--- config.mk ---
export PLATFORM = sky130hd
export DESIGN_NAME = rx_err_logger
export DESIGN_NICKNAME = d
export VERILOG_FILES = /design/src/rtl/erl_pkg.sv /design/src/rtl/erl_gate.sv /design/src/rtl/erl_status.sv /design/src/rtl/erl_sample.sv /design/src/rtl/rx_err_logger.sv
export SDC_FILE = /design/constraint.sdc
export NUM_CORES = 1
export LEC_CHECK = 0
export ABC_AREA = 1
export BUFFER_PORTS_ARGS = -buffer_cell sky130_fd_sc_hd__buf_2
export CAP_MARGIN = 20
export CELL_PAD_IN_SITES_DETAIL_PLACEMENT = 1
export CELL_PAD_IN_SITES_GLOBAL_PLACEMENT = 1
export CORE_MARGIN = 5
export CORE_UTILIZATION = 40
export CTS_BUF_LIST = sky130_fd_sc_hd__clkbuf_8 sky130_fd_sc_hd__clkbuf_16
export DETAILED_ROUTE_END_ITERATION = 12
export PLACE_DENSITY_LB_ADDON = 0.1
export REMOVE_ABC_BUFFERS = 1
export SLEW_MARGIN = 40
export SYNTH_ARGS = -nofsm -noshare
export SYNTH_HDL_FRONTEND = slang
export SYNTH_SLANG_ARGS = --single-unit
--- constraint.sdc ---
create_clock -name clk -period 2 [get_ports clk]
set_input_delay 0.3 -clock clk [delete_from_list [all_inputs] [get_ports clk]]
set_output_delay 0.3 -clock clk [all_outputs]
set_load 0.1 [all_outputs]
--- src/rtl/erl_pkg.sv ---
package erl_pkg;
  localparam int unsigned ERR_N = 7;

  localparam int unsigned B_LOCK   = 0;
  localparam int unsigned B_VALID  = 1;
  localparam int unsigned B_CONF   = 2;
  localparam int unsigned B_BIPH   = 3;
  localparam int unsigned B_PARITY = 4;
  localparam int unsigned B_SUBQ   = 5;
  localparam int unsigned B_CSTAT  = 6;

  typedef enum logic [1:0] {
    POL_REPEAT = 2'b00,
    POL_ZERO   = 2'b01,
    POL_PASS   = 2'b10,
    POL_PASS_X = 2'b11
  } policy_e;
endpackage

--- src/rtl/erl_gate.sv ---
module erl_gate #(
  parameter int unsigned ERR_N = 7,
  parameter logic [ERR_N-1:0] AUDIO_MASK = 7'h1F
) (
  input  logic             frame_stb,
  input  logic [ERR_N-1:0] err_flags,
  input  logic [ERR_N-1:0] err_mask,
  output logic [ERR_N-1:0] hits,
  output logic             any_hit,
  output logic             aud_hit
);
  logic [ERR_N-1:0] aud_bits;

  genvar gi;
  generate
    for (gi = 0; gi < ERR_N; gi++) begin : g_bit
      assign hits[gi]     = frame_stb & err_flags[gi] & err_mask[gi];
      assign aud_bits[gi] = hits[gi] & AUDIO_MASK[gi];
    end
  endgenerate

  always_comb begin
    any_hit = |hits;
    aud_hit = |aud_bits;
  end
endmodule

--- src/rtl/erl_status.sv ---
module erl_status #(
  parameter int unsigned ERR_N = 7
) (
  input  logic             clk,
  input  logic             rst_n,
  input  logic [ERR_N-1:0] hits,
  input  logic             any_hit,
  input  logic             rd_stb,
  input  logic [ERR_N-1:0] err_mask,
  output logic [ERR_N-1:0] status_q,
  output logic             pulse_q,
  output logic             irq
);
  logic [ERR_N-1:0] status_d;
  logic             pulse_d;

  genvar gi;
  generate
    for (gi = 0; gi < ERR_N; gi++) begin : g_sticky
      always_comb begin
        status_d[gi] = (status_q[gi] & ~rd_stb) | hits[gi];
      end

      always_ff @(posedge clk or negedge rst_n) begin
        if (!rst_n) status_q[gi] <= 1'b0;
        else        status_q[gi] <= status_d[gi];
      end
    end
  endgenerate

  always_comb begin
    pulse_d = any_hit;
    irq     = |(status_q & err_mask);
  end

  always_ff @(posedge clk or negedge rst_n) begin
    if (!rst_n) pulse_q <= 1'b0;
    else        pulse_q <= pulse_d;
  end

  a_r2_sticky: assert property (@(posedge clk) disable iff (!rst_n)
    !rd_stb |=> ((status_q & $past(status_q)) == $past(status_q)));

  a_r3_clear: assert property (@(posedge clk) disable iff (!rst_n)
    (rd_stb && (hits == '0)) |=> (status_q == '0));

  a_r5_pulse_src: assert property (@(posedge clk) disable iff (!rst_n)
    pulse_q |-> (status_q != '0));
endmodule

--- src/rtl/erl_sample.sv ---
module erl_sample #(
  parameter int unsigned SW = 24
) (
  input  logic          clk,
  input  logic          rst_n,
  input  logic          frame_stb,
  input  logic          aud_hit,
  input  logic [1:0]    hold_sel,
  input  logic [SW-1:0] sample_in,
  output logic [SW-1:0] sample_out,
  output logic          sample_vld
);
  import erl_pkg::*;

  logic [SW-1:0] prev_q, prev_d, out_d, subst;
  logic          prev_en, out_en;
  policy_e       pol;

  always_comb begin
    pol = policy_e'(hold_sel);
    unique case (pol)
      POL_REPEAT: subst = prev_q;
      POL_ZERO:   subst = '0;
      default:    subst = sample_in;
    endcase
    out_en  = frame_stb;
    out_d   = aud_hit ? subst : sample_in;
    prev_en = frame_stb & ~aud_hit;
    prev_d  = sample_in;
  end

  always_ff @(posedge clk or negedge rst_n) begin
    if (!rst_n)       prev_q <= '0;
    else if (prev_en) prev_q <= prev_d;
  end

  always_ff @(posedge clk or negedge rst_n) begin
    if (!rst_n)      sample_out <= '0;
    else if (out_en) sample_out <= out_d;
  end

  always_ff @(posedge clk or negedge rst_n) begin
    if (!rst_n) sample_vld <= 1'b0;
    else        sample_vld <= frame_stb;
  end

  a_r10_clean_pass: assert property (@(posedge clk) disable iff (!rst_n)
    (frame_stb && !aud_hit) |=> (sample_out == $past(sample_in)));

  a_r8_zero: assert property (@(posedge clk) disable iff (!rst_n)
    (frame_stb && aud_hit && hold_sel == 2'b01) |=> (sample_out == '0));

  a_r12_hold: assert property (@(posedge clk) disable iff (!rst_n)
    !frame_stb |=> $stable(sample_out));
endmodule

--- src/rtl/rx_err_logger.sv ---
module rx_err_logger #(
  parameter int unsigned ERR_N = erl_pkg::ERR_N,
  parameter int unsigned SW = 24,
  parameter logic [ERR_N-1:0] AUDIO_MASK = 7'h1F
) (
  input  logic             clk,
  input  logic             rst_n,
  input  logic             frame_stb,
  input  logic [ERR_N-1:0] err_flags,
  input  logic [SW-1:0]    sample_in,
  input  logic [ERR_N-1:0] err_mask,
  input  logic [1:0]       hold_sel,
  input  logic             rd_stb,
  output logic [ERR_N-1:0] err_status,
  output logic             err_pulse,
  output logic             irq,
  output logic [SW-1:0]    sample_out,
  output logic             sample_vld
);
  logic [ERR_N-1:0] hits;
  logic             any_hit, aud_hit;

  erl_gate #(.ERR_N(ERR_N), .AUDIO_MASK(AUDIO_MASK)) u_gate (
    .frame_stb(frame_stb), .err_flags(err_flags), .err_mask(err_mask),
    .hits(hits), .any_hit(any_hit), .aud_hit(aud_hit)
  );

  erl_status #(.ERR_N(ERR_N)) u_status (
    .clk(clk), .rst_n(rst_n), .hits(hits), .any_hit(any_hit),
    .rd_stb(rd_stb), .err_mask(err_mask), .status_q(err_status),
    .pulse_q(err_pulse), .irq(irq)
  );

  erl_sample #(.SW(SW)) u_sample (
    .clk(clk), .rst_n(rst_n), .frame_stb(frame_stb), .aud_hit(aud_hit),
    .hold_sel(hold_sel), .sample_in(sample_in), .sample_out(sample_out),
    .sample_vld(sample_vld)
  );

  a_r4_masked_quiet: assert property (@(posedge clk) disable iff (!rst_n)
    (frame_stb && ((err_flags & err_mask) == '0)) |=> !err_pulse);

  a_r5_pulse_gap: assert property (@(posedge clk) disable iff (!rst_n)
    !frame_stb |=> !err_pulse);
endmodule

==> results.txt <==
----------------------------------------------------
[Run status]
  Status ... completed

[Worst setup path]
  Sequence of cells on the critical path ... nand2_1 > nand2_1 > a221oi_1 > nand2_1 > buf_2
  Critical path launch point ... u_status.status_q[2]
  CP max stage cell ... sky130_fd_sc_hd__dfrtp_1
  Worst endpoint data arrival time ... 1.45 ns
  Worst R2R Path Depth ... 4
  Element type at the critical path start ... flip-flop
  Peak fanout along the critical path ... 3
  Worst path most repeated cell ... sky130_fd_sc_hd__nand2_1
  Data required time at the worst endpoint ... 1.70 ns
  Setup CP Type ... reg2out
  Worst path max stage delay ... 0.40 ns
  Reg2Reg Launch Point ... u_sample.prev_q[16]
  Type of destination of the critical path ... output pin

[Placement]
  Routability-driven placement congestion ratio ... 0.7628
  Buffers on Ports ... 77
  Area after DPL ... 3090 um^2
  Post-detailed-placement half-perimeter wirelength ... 5032 um

[Synth]
  Instance count of the mapped netlist ... 333
  Synth Area per Inst ... 8.011 um^2
  Ranking of synthesized cells by area ... sky130_fd_sc_hd__dfrtp_1 53%, sky130_fd_sc_hd__nand2_1 18%, sky130_fd_sc_hd__nand3_1 6.2%, sky130_fd_sc_hd__nand4_1 5.6%, sky130_fd_sc_hd__o21ai_0 5.3%
  Number of synthesis warnings ... 0
  Synth area leader ... sky130_fd_sc_hd__dfrtp_1
  Register area share after synthesis ... 53.47%
  Number of enable-type register cells in the synthesized netlist ... 0
  Main flop type after synthesis ... sky130_fd_sc_hd__dfrtp_1
  Leading cell types by count after synthesis ... 129 x sky130_fd_sc_hd__nand2_1, 57 x sky130_fd_sc_hd__dfrtp_1, 33 x sky130_fd_sc_hd__inv_1, 33 x sky130_fd_sc_hd__nand3_1, 28 x sky130_fd_sc_hd__o21ai_0
  Top-area cell type share of the netlist area ... 53.47%
  Most frequently used cell type in the post-synthesis netlist ... sky130_fd_sc_hd__nand2_1
  Number of flip-flops and latches in the synthesized netlist ... 57
  Combined area of all synthesized cells ... 2668 um^2
  Post-synth ARST share ... 100.0%
  Distinct cell type count after synthesis ... 20

[Floorplan]
  Initial Util ... 41.54%
  Die Wd ... 91.67 um
  Number of placed I/O pins ... 78
  Number of placement rows ... 29
  Die Footprint ... 8402 um^2
  Core Region ... 6422 um^2
  Die H ... 91.67 um

[Layout]
  Diodes inserted ... 0
  Post-route standard cell area excluding fillers ... 3293 um^2
  Layout Area Growth over Synthesis ... 23.45%
  Fraction of final layout cells with drive strength greater than 1 ... 24.64%
  Final-layout fill cell count ... 822
  Nets ... 453

[STA]
  Post-Route Setup TNS ... 0 ns
  Worst slew margin relative to its limit ... 47.78%
  Final critical-path required period ... 1.746 ns
  Max Freq ... 572.8 MHz
  Fin Clk Skew ... 0.009563 ns
  Worst-margin pin slew ... 0.7786 ns
  Setup Viol. Count Final ... 0
  Setup repair after global routing missed its margin ... false
  Final count of pins violating max slew ... 0
  Number of hold violations in the final report ... 0
  Share of the cycle needed by the critical path after routing ... 87.29%

[Route]
  Count of vias placed by the detailed router ... 2524
  DRC viols ... 0
  Total iterations of the first detailed-routing run ... 4
  Detail Route Antenna Nets ... 0
  Drt first-iter violations ... 96
  Routed via count divided by cell count ... 5.141
  Routed wire length ... 7658 um
  Avg WL per Cell ... 15.60 um

[Clock network]
  Clock latency on the worst-skew pair ... 0.33 ns
  Master cell of the clock root buffer ... sky130_fd_sc_hd__clkbuf_8
  Number of buffers on the longest clock path ... 2
  Post-CTS Repair Setup Buffers ... 0
  Clock-pin slew of the registers on the worst-case setup and hold paths ... 0.07 ns
  CTS HTree Levels ... 3
  Number of clock sinks seen by CTS ... 57
  Post-cts gate resize count ... 0
  CTS Buf Count ... 9
  CTS tree ... built

[Global routing]
  Vias in the first global route ... 2590
  Wire length of the first global-routing pass ... 12650 um
  Antenna violations before repair ... 0
  Overflow left after global routing ... 0
  Largest net degree at the start of global routing ... 58
  GRT Overall Usage ... 18.95%

[Pwr]
  Power consumption ... 3.781 mW
  Largest voltage drop on the vdd net ... 418.2 uV
  Switching pwr ... 1.632 mW
  Share of total power consumed by net switching ... 43.18%
  Clock share of power ... 27.2%
  Power per cell area ... 1148 nW/um^2
  Share of power burned in registers ... 38.0%
  Internal Power ... 2.148 mW
  Static power due to leakage ... 1.825 nW
  Combinational fraction of design power ... 34.8%

[Min path]
  Start point of the worst hold path ... rd_stb
  Type of the tightest min-delay check ... in2reg
  Hold path cells ... 2

[Run]
  Max-capacitance violation count ... 0

----------------------------------------------------
## what timing repair did
item                                   in CTS  in global routing
setup endpoints to repair                   0                  0
endpoints found under the hold margin      57                  0
hold buffers                                1                  0
## final timing paths
path / slack (ns) / endpoint
max: 0.25 / irq
min: 0.23 / u_status.status_q[1]
max reg2reg: 1.19 / u_sample.sample_out[16]
min reg2reg: 0.47 / u_sample.prev_q[15]
max in group asynchronous: 1.26 / u_sample.sample_out[9]
min in group asynchronous: 0.50 / u_sample.sample_out[1]
## sequential cells by signal, summed over array words and instances, names as in the netlist
signal and flops:
u_sample.sample_vld 1, u_status.status_q 7, u_status.pulse_q 1, u_sample.sample_out 24, u_sample.prev_q 24
## placed cells by master, fill, tap and decap left out, drive strengths merged
cell / n
or2: 1
dfrtp: 57
o21ai: 31
buf: 82
clkinv: 3
nor2: 2
dlygate4sd3: 1
nand2: 131
a21oi: 1
nand4: 24
clkbuf: 13
nand3: 33
inv: 34
a221oi: 1
## routing by layer
metal,share of wire (%),track usage [%],vias up
li1,-,-,1228
met1,45,24.15,1231
met2,49,31.04,59
met5,0,0,-
met3,5.2,6.383,6
met4,0.76,4.774,0
## power groups by stage
stage          Sequential [mW]  Clock [mW]  Combinational [mW]
6_report                  1.44        1.03                1.32
2_1_floorplan             2.15           0               0.304
3_3_place_gp              1.45           0                1.31
5_1_grt                   1.46        1.12                1.40
3_5_place_dp              1.45           0                1.33
4_1_cts                   1.44        1.05                1.33
## final cells by class
| class | count | area, um^2 | share of cell area, % |
|---|---|---|---|
| sequential | 57 | 1426 | 43.31 |
| multi-input combinational | 224 | 1005 | 30.51 |
| timing repair buffer | 83 | 445.4 | 13.53 |
| clock buffer | 13 | 178.9 | 5.433 |
| inverter | 34 | 127.6 | 3.875 |
| tap | 77 | 96.34 | 2.926 |
| clock inverter | 3 | 13.76 | 0.4179 |
## kinds of logic after synthesis
kind of cell           after synthesis  share of synthesized area [%]
buffers and inverters               52                          8.864
AO/OA/AOI/OAI                       33                          6.332
flip-flops                          57                          53.47
AND/OR/NAND/NOR                    191                          31.33
## stage by stage
step / setup WS [ns] / std cells / hold slack [ns] / util, %
global route: 0.1412 / 491 / 0.2318 / 51.28
detailed placement: 0.2905 / 474 / 0.3279 / 48.12
global placement: 0.3805 / 474 / 0.3303 / 48.12
floorplan: -0.1623 / 315 / 0.004409 / -
finish: 0.2541 / 491 / 0.2342 / 51.28
CTS: 0.2261 / 491 / 0.2211 / 51.28
## worst max-delay path, delay by kind of cell (launching register included)
family / cells / cell delay, ns
AOI/OAI and AO/OA: 1 / 0.21
and+or+nand+nor: 3 / 0.20
buffers and inverters: 1 / 0.29
DFF: 1 / 0.40
No activity file was read; power rests on OpenSTA's default activity.
